File: src/rtl/rpc_pkg.sv
package rpc_pkg;
  localparam int MSTR_W    = 3;
  localparam int LO_CNT    = 4;
  localparam int LO_SLOT_W = 6;
  localparam int HI_BASE   = 24;
  localparam int HI_SLOT_W = 2;
  localparam int RIGHTS_W  = 32;
  localparam int GRAN_LSB  = 5;

  typedef enum logic [1:0] {
    ACC_RD  = 2'd0,
    ACC_WR  = 2'd1,
    ACC_EX  = 2'd2,
    ACC_RSV = 2'd3
  } acc_e;

  typedef enum logic [1:0] {
    CLS_NONE    = 2'd0,
    CLS_NOHIT   = 2'd1,
    CLS_SINGLE  = 2'd2,
    CLS_OVERLAP = 2'd3
  } cls_e;

  // rwx vector: bit2 read, bit1 write, bit0 execute
  function automatic logic [2:0] sup_rwx(input logic [1:0] fld, input logic [2:0] usr);
    case (fld)
      2'd0:    sup_rwx = 3'b111;
      2'd1:    sup_rwx = 3'b101;
      2'd2:    sup_rwx = 3'b110;
      default: sup_rwx = usr;
    endcase
  endfunction
endpackage

File: src/rtl/rpc_rights_dec.sv
module rpc_rights_dec
  import rpc_pkg::*;
(
  input  logic [RIGHTS_W-1:0] rights_i,
  input  logic [MSTR_W-1:0]   mstr_i,
  input  logic [1:0]          acc_i,
  input  logic                sup_i,
  output logic                pid_en_o,
  output logic                perm_o
);
  localparam int IDX_W = $clog2(LO_CNT);

  logic [IDX_W-1:0]     idx;
  logic                 is_lo;
  logic [LO_SLOT_W-1:0] slot;
  logic [HI_SLOT_W-1:0] hi;
  logic [2:0]           rwx;

  always_comb begin
    idx   = mstr_i[IDX_W-1:0];
    is_lo = (int'(mstr_i) < LO_CNT);
    slot  = rights_i[int'(idx)*LO_SLOT_W +: LO_SLOT_W];
    hi    = rights_i[HI_BASE + int'(idx)*HI_SLOT_W +: HI_SLOT_W];
    if (is_lo) begin
      rwx      = sup_i ? sup_rwx(slot[4:3], slot[2:0]) : slot[2:0];
      pid_en_o = slot[5];
    end else begin
      rwx      = {hi[1], hi[0], 1'b0};
      pid_en_o = 1'b0;
    end
    case (acc_i)
      ACC_RD:  perm_o = rwx[2];
      ACC_WR:  perm_o = rwx[1];
      ACC_EX:  perm_o = rwx[0];
      default: perm_o = 1'b0;
    endcase
  end
endmodule

File: config.mk
export PLATFORM = sky130hd
export DESIGN_NAME = rpc_rights_dec
export DESIGN_NICKNAME = d
export VERILOG_FILES = /design/src/rtl/rpc_pkg.sv /design/src/rtl/rpc_rights_dec.sv
export SDC_FILE = /design/constraint.sdc
export NUM_CORES = 1
export LEC_CHECK = 0
export BUFFER_PORTS_ARGS = -buffer_cell sky130_fd_sc_hd__buf_4
export CAP_MARGIN = 30
export CORE_AREA = 2 2 39 41
export DETAILED_ROUTE_END_ITERATION = 16
export DIE_AREA = 0 0 41 43
export GPL_TIMING_DRIVEN = 0
export PLACE_DENSITY_LB_ADDON = 0.25
export SLEW_MARGIN = 20
export SYNTH_ARGS = -nofsm -noshare
export SYNTH_HDL_FRONTEND = slang
export SYNTH_SLANG_ARGS = --single-unit
File: constraint.sdc
create_clock -name vclk -period 1.5
set_clock_uncertainty 0.15 [all_clocks]
set_input_delay 0.15 -clock vclk [all_inputs]
set_output_delay 0.15 -clock vclk [all_outputs]
set_load 0.005 [all_outputs]
* Yosys cells after proc, flatten, opt, wreduce, memory -nomap -nowiden *
Index checks and enable logic that the tools add are counted.

operators by class
  $add $sub $neg = 1
  multiply operators = 1
  magnitude comparators = 1
  equality and inequality tests = 4
  shift operators = 2
  mux-type cells = 5
  reduce and logical (&&, ||, !) cells = 2

operators with widths
  operator               count
  $shiftx A32 B6 Y6      1
  $shiftx A32 B7 Y2      1
  $pmux W3 S3            1
  $add A5 B3 Y6 const A  1
  $mux W3                2
  $eq A2 B1 Y1 const B   2
  $eq A2 B2 Y1 const B   2
  $logic_not A2 Y1       2
  $mul A2 B2 Y4 const B  1
  $lt A3 B3 Y1 const B   1
  $pmux W1 S3            1
  $mux W1                1

storage, ports and cells
  register bits = 0
  output and inout port bits = 2
  word-level logic and storage cells = 16

* Longest topological paths before layout *
Gate-level depths: netlist of the first run.

  depth in word-level cells = 7
  depth in mapped cells = 6
  gate-level depth less buffers = 5

* Worst setup path before layout of the first run *
Ideal clock, no wire load.

  path type = input-to-output
  from = in mstr_i[0]
  to = out perm_o
  arrival = 1.122 ns
  slack = 0.078 ns
  cell stages on the path = 5
  cells stage by stage = buf_6 -> mux4_2 -> nand4b_1 -> o221ai_1 -> o21a_1

on the way
  longest elaborated chain between the ends = 7

RTL lines
  item                                  line                  RTL
  start: declaration                    rpc_rights_dec.sv:5   input logic [MSTR_W-1:0] mstr_i,
  $mul A2 B2 Y4                         rpc_rights_dec.sv:22  slot = rights_i[int'(idx)*LO_SLOT_W +: LO_SLOT_W];
  $shiftx A32 B6 Y6                     rpc_rights_dec.sv:22
  $eq A2 B2 Y1 (tied with other cells)  rpc_pkg.sv:26         case (fld)
  $pmux W3 S3                           rpc_pkg.sv:26
  $mux W3                               rpc_rights_dec.sv:25  rwx = sup_i ? sup_rwx(slot[4:3], slot[2:0]) : slot[2:0];
  $mux W3 (*)                           rpc_rights_dec.sv:24  if (is_lo) begin
  $pmux W1 S3 (*)                       rpc_rights_dec.sv:31  case (acc_i)
  end: declaration                      rpc_rights_dec.sv:9   output logic perm_o

Mark *: on every way between the ends. The rest lies on a longest branch, timed or not.

* Final worst setup path of the first run *
  from = in mstr_i[1]
  to = out perm_o

The elaborated chain is that of the path after synthesis.

==> results of run 1 <==
## worst max-delay path: cells and delay by family
family / cells / cell delay, ns
AO/OA/AOI/OAI: 4 / 0.62
buffers and inverters: 3 / 0.36
multiplexers: 1 / 0.12
## where the power goes
part,internal [W],switching (W)
sequential,0,0
combinational,0.000135,0.0000546
clock,0,0
## metrics by stage
step                      util, %  setup slack (ns)  cell area (sq um)  hold slack (ns)
after detailed placement    46.38           -0.1285              641.9           0.4044
after CTS                   50.36          -0.07230              696.9           0.4058
final                       50.81          -0.05353              703.2           0.4021
after floorplan                 -           0.07776              329.1           0.1802
after global placement      46.38           -0.1210              641.9           0.4023
after global routing        50.81           -0.1493              703.2           0.4245
## per-layer routing
metal,global-route usage [%],up-vias
li1,-,216
met1,15.58,200
met2,25.31,21
met3,1.047,0
met4,0,0
met5,0,-
## timing repair
| item | 4_1_cts | 5_1_grt |
|---|---|---|
| pin swaps | 4 | 2 |
| gates cloned | 1 | 0 |
| endpoints found under the setup margin | 1 | 1 |
| resized for setup | 8 | 2 |
| buffers inserted | 2 | 0 |
## worst paths after layout
check,startpoint,to,slack [ns]
worst max-delay path,mstr_i[1],perm_o,-0.05
worst min-delay path,mstr_i[2],pid_en_o,0.40
## cell families after synthesis
kind of cell / share of synthesized area, %
buf+inv: 6.844
simple gates: 17.11
mux: 58.18
compound gates: 17.87
## cells in the mapped netlist, drive strengths merged
master and number:
mux2i 9, o22a 1, a22oi 1, nor3 2, or2b 1, buf 2
nand2 1, nor3b 1, o21a 2, and2 1, nor2b 2, o221ai 1
a22o 1, nand4b 1, mux4 4, o21ai 1
## layout make-up
| cell class | instances | area, sq um | area share [%] |
|---|---|---|---|
| multi-input cells | 29 | 305.3 | 43.42 |
| well taps | 16 | 20.02 | 2.847 |
| plain buffers | 2 | 35.03 | 4.982 |
| repair buffers | 42 | 342.8 | 48.75 |
==> impl_metrics.csv, run 1 <==
group,metric,value,unit
synth,synthTopCellsByArea,"mux2i_1, mux4_1, buf_6",
synth,yosysTopAreaCell,"mux2i_1",
place,dp_cells,86,
critical_path,cp_data_required_time,1.20,ns
critical_path,max_stage_delay,0.21,ns
route,drc_errors,0,
place,io_buffers,39,
layout,final_nets,113,
route,drt_iter0_drc,0,
floorplan,ioPinCount,40,
critical_path,end_kind,"primary output",
synth,seq_area_frac_synth,0,%
floorplan,dieArea,0.001763,sq mm
grt,gr-usage-all-layers,13.19,%
layout,register_area,0,sq um
grt,gr-total-overflow,0,
route,antenna_left,0,
route,drt-total-wl,1001,microns
route,wl_met2,609,microns
sta,tightestPinTransition,0.1836,ns
synth,avgSynthCellArea,10.62,sq um
layout,instances_no_fill,89,
place,gp_congestion,0.6283,
synth,netlist_area,329.1,sq um
route,route.vias.total,437,
sta,max_slew_margin,87.41,%
layout,layout_commonest_cell,"buf_4",
layout,drive_gt1_share,67.12,%
route,wl_met3,80,microns
status,status,"finished, violations left",
status,violations,"negative setup slack",
critical_path,cp_slowest_cell,"a22oi_2",
grt,grt_pass1_vias,439,
grt,antenna_found_initial,0,
layout,area_growth,113.7,%
power,p_leak,0.3455,nW
floorplan,initial_utilization,23.78,%
run,maxCapViolCount,0,
synth,syn-num-nets,69,
sta,setup_viol_count_final,1,
grt,grt_pass1_wl,1725,microns
layout,seq_cell_count,0,
sta,hold_viol,0,
synth,netlist_instances,31,
sta,fmax,0.6437,GHz
floorplan,die_w,41,microns
critical_path,critPathLaunchType,"primary input",
floorplan,core_region_area,0.001384,sq mm
min_path,whs_path_depth,3,
clock_tree,holdBufCountCts,0,
floorplan,num_rows,14,
power,finalPower,0.0001899,W
route,wl_met1,312,microns
sta,fin_crit_sh,103.6,%
sta,rsz0062_at_grt,"yes",
min_path,hp-class,"in2out",
layout,clockBufferCount,0,
sta,fin_crit,1.554,ns
power,vdd_drop_max,0.0001076,V
power,power.density,270.1,mW/mm^2
synth,synth_top_cell_area_share,27.38,%
critical_path,path_max_fanout,5,
critical_path,arrival,1.25,ns
floorplan,die_h,43,microns
synth,synth.distinct_cells,17,
layout,layout_common_cells,"buf_4, mux2i_1, mux4_2",
layout,antenna_cells,0,
synth,yosysWarnings,0,
critical_path,crit_type,"in2out",
sta,finalMaxSlewViolations,0,
grt,grt_max_degree,9,
route,top_layer_used,"met3",
critical_path,crit_path_cell_trace,"buf_8, buf_8, mux2i_1, a22oi_2, o21a_1, o221ai_2, o21a_1, buf_4",
sta,worst_slack,-0.05353,ns
route,vias_per_cell,4.910,
sta,finalSetupTns,-0.05353,ns
route,wl_per_cell,11.25,microns
route,drtPass1Iterations,1,
layout,fill_cells,140,
No activity file was read; power rests on OpenSTA's default activity.
==> run 2: changes to the inputs <==
ABC_AREA = 1   (was unset)
==> run 2 against run 1 <==
  * The run now ends clean
  * Setup slack better by 0.14 ns
  * Sequential cell count unchanged
  * Critical path depth up 1
  * Clock-buffer cell count unchanged
  * Non-clock buffer count unchanged
  * Die area unchanged
  * Maximum frequency up 9.8%
  * Final cell count up 54%
  * Total power up 7.7%
  * First-iteration DRC count up 6
  * Utilization up 2.7 points
  * Critical path type unchanged
  * Largest power group unchanged
==> impl_metrics.csv, run 2 <==
group,metric,value,unit
status,status,"finished clean",
critical_path,max_stage_delay,0.20,ns
grt,gr-total-overflow,0,
layout,layout_common_cells,"buf_4, nand2_1, nor2_1",
sta,fin_crit_sh,94.28,%
power,vdd_drop_max,0.0001211,V
power,p_leak,0.4090,nW
route,wl_per_cell,9.825,microns
layout,clockBufferCount,0,
layout,register_area,0,sq um
route,drc_errors,0,
critical_path,end_kind,"primary output",
grt,grt_pass1_wl,1780,microns
critical_path,path_max_fanout,9,
clock_tree,holdBufCountCts,0,
synth,synth.distinct_cells,17,
layout,layout_commonest_cell,"buf_4",
sta,fmax,0.7071,GHz
grt,gr-usage-all-layers,13.59,%
grt,antenna_found_initial,0,
critical_path,arrival,1.11,ns
sta,fin_crit,1.414,ns
route,antenna_left,0,
critical_path,crit_type,"in2out",
min_path,hp-class,"in2out",
place,place_area,683.2,sq um
critical_path,critPathLaunchType,"primary input",
route,drt_iter0_drc,6,
sta,finalMaxSlewViolations,0,
floorplan,initial_utilization,27.31,%
synth,netlist_instances,80,
sta,max_slew_margin,86.53,%
route,vias_per_cell,4.796,
floorplan,die_h,43,microns
floorplan,core_region_area,0.001384,sq mm
route,drtPass1Iterations,4,
route,route.vias.total,657,
floorplan,dieArea,0.001763,sq mm
sta,hold_viol,0,
synth,netlist_area,377.9,sq um
critical_path,cp_slowest_cell,"o21ai_0",
grt,grt_max_degree,11,
layout,area_growth,96.03,%
layout,drive_gt1_share,42.15,%
layout,fill_cells,142,
critical_path,crit_top_cell,"nand2_1",
layout,design_area,740.7,sq um
synth,synth.most_common_cell,"nand2_1",
layout,seq_cell_count,0,
place,gp_congestion,0.7272,
synth,synth_top_cell_area_share,28.81,%
grt,grt_pass1_vias,504,
route,drt-total-wl,1346,microns
sta,hold_slack,0.4364,ns
synth,avgSynthCellArea,4.723,sq um
synth,syn-num-nets,118,
sta,finalSetupTns,0,ns
synth,yosysWarnings,0,
place,io_buffers,38,
layout,antenna_cells,0,
layout,multi_input_area,317.8,sq um
critical_path,crit_path_cell_trace,"buf_12, buf_8, o21ai_0, o22ai_1, nor2_1, nand3_1, nand2_1, nand2_1, buf_4",
sta,setup_viol_count_final,0,
floorplan,ioPinCount,40,
run,maxCapViolCount,0,
synth,seq_area_frac_synth,0,%
power,finalPower,0.0002046,W
synth,synthTopCellsByCount,"nand2_1, nor2_1, o21ai_1",
sta,rsz0062_at_grt,"no",
floorplan,num_rows,14,
sta,tightestPinTransition,0.1999,ns
layout,final_nets,161,
synth,synthTopCellsByArea,"nand2_1, nor2_1, o21ai_1",
synth,yosysTopAreaCell,"nand2_1",
power,power.density,276.2,mW/mm^2
floorplan,die_w,41,microns
critical_path,cp_data_required_time,1.20,ns
place,dpl.hpwl,1042,microns
-- run 2: changes by cell type in the layout (fill, tap and decap cells not counted), moves of 3 or more --
cell / change
nand2_1: +28
nor2_1: +17
mux2i_1: -9
nand3_1: +6
o21ai_1: +6
o21ai_0: +4
a21oi_1: +3
mux4_2: -3
-- run 2: area by class of cell --
class              instances  share of cell area, %
plain buffers              4                  7.264
multi-input cells         72                  42.91
repair inverters           1                 0.8446
inverters                  4                  3.378
well taps                 16                  2.703
repair buffers            40                  42.91
-- run 2: cell families after synthesis --
family          after synthesis  synth area share (%)
simple gates                 56                 61.59
compound gates               16                 22.52
buf+inv                       8                 15.89
-- run 2: what timing repair did --
| action | CTS | global route |
|---|---|---|
| setup buffers | 0 | 1 |
| gates resized for setup | 0 | 7 |
| endpoints found under the setup margin | 0 | 1 |
-- run 2: worst paths after layout --
check	start	to	slack [ns]	cells past startpoint
worst max-delay path	mstr_i[0]	perm_o	0.09	9
worst min-delay path	mstr_i[2]	pid_en_o	0.44	3
-- run 2: routing by layer --
layer	vias up	track usage [%]	part of all wire (%)
met5	-	0	0
met4	0	0	0
met3	0	0	9.7
met2	33	26.25	50
met1	278	16.46	40
li1	346	-	-
-- run 2: through the flow --
stage          setup WS (ns)  util (%)  cells
2_1_floorplan         0.2901         -     80
3_3_place_gp         0.06665     49.37    134
3_5_place_dp         0.06032     49.37    134
4_1_cts              0.05292     49.37    134
5_1_grt             0.002130     53.53    137
6_report             0.08573     53.53    137
-- run 2: where the power goes --
group,internal (W),leakage [nW],switching [W]
Sequential,0,0,0
Combinational,0.000122,0.409,0.0000824
Clock,0,0,0
-- run 2: critical path: cells and delay by family --
kind	cells	cell delay, ns
buffers and inverters	3	0.37
AO/OA/AOI/OAI	2	0.30
AND/OR/NAND/NOR	4	0.28
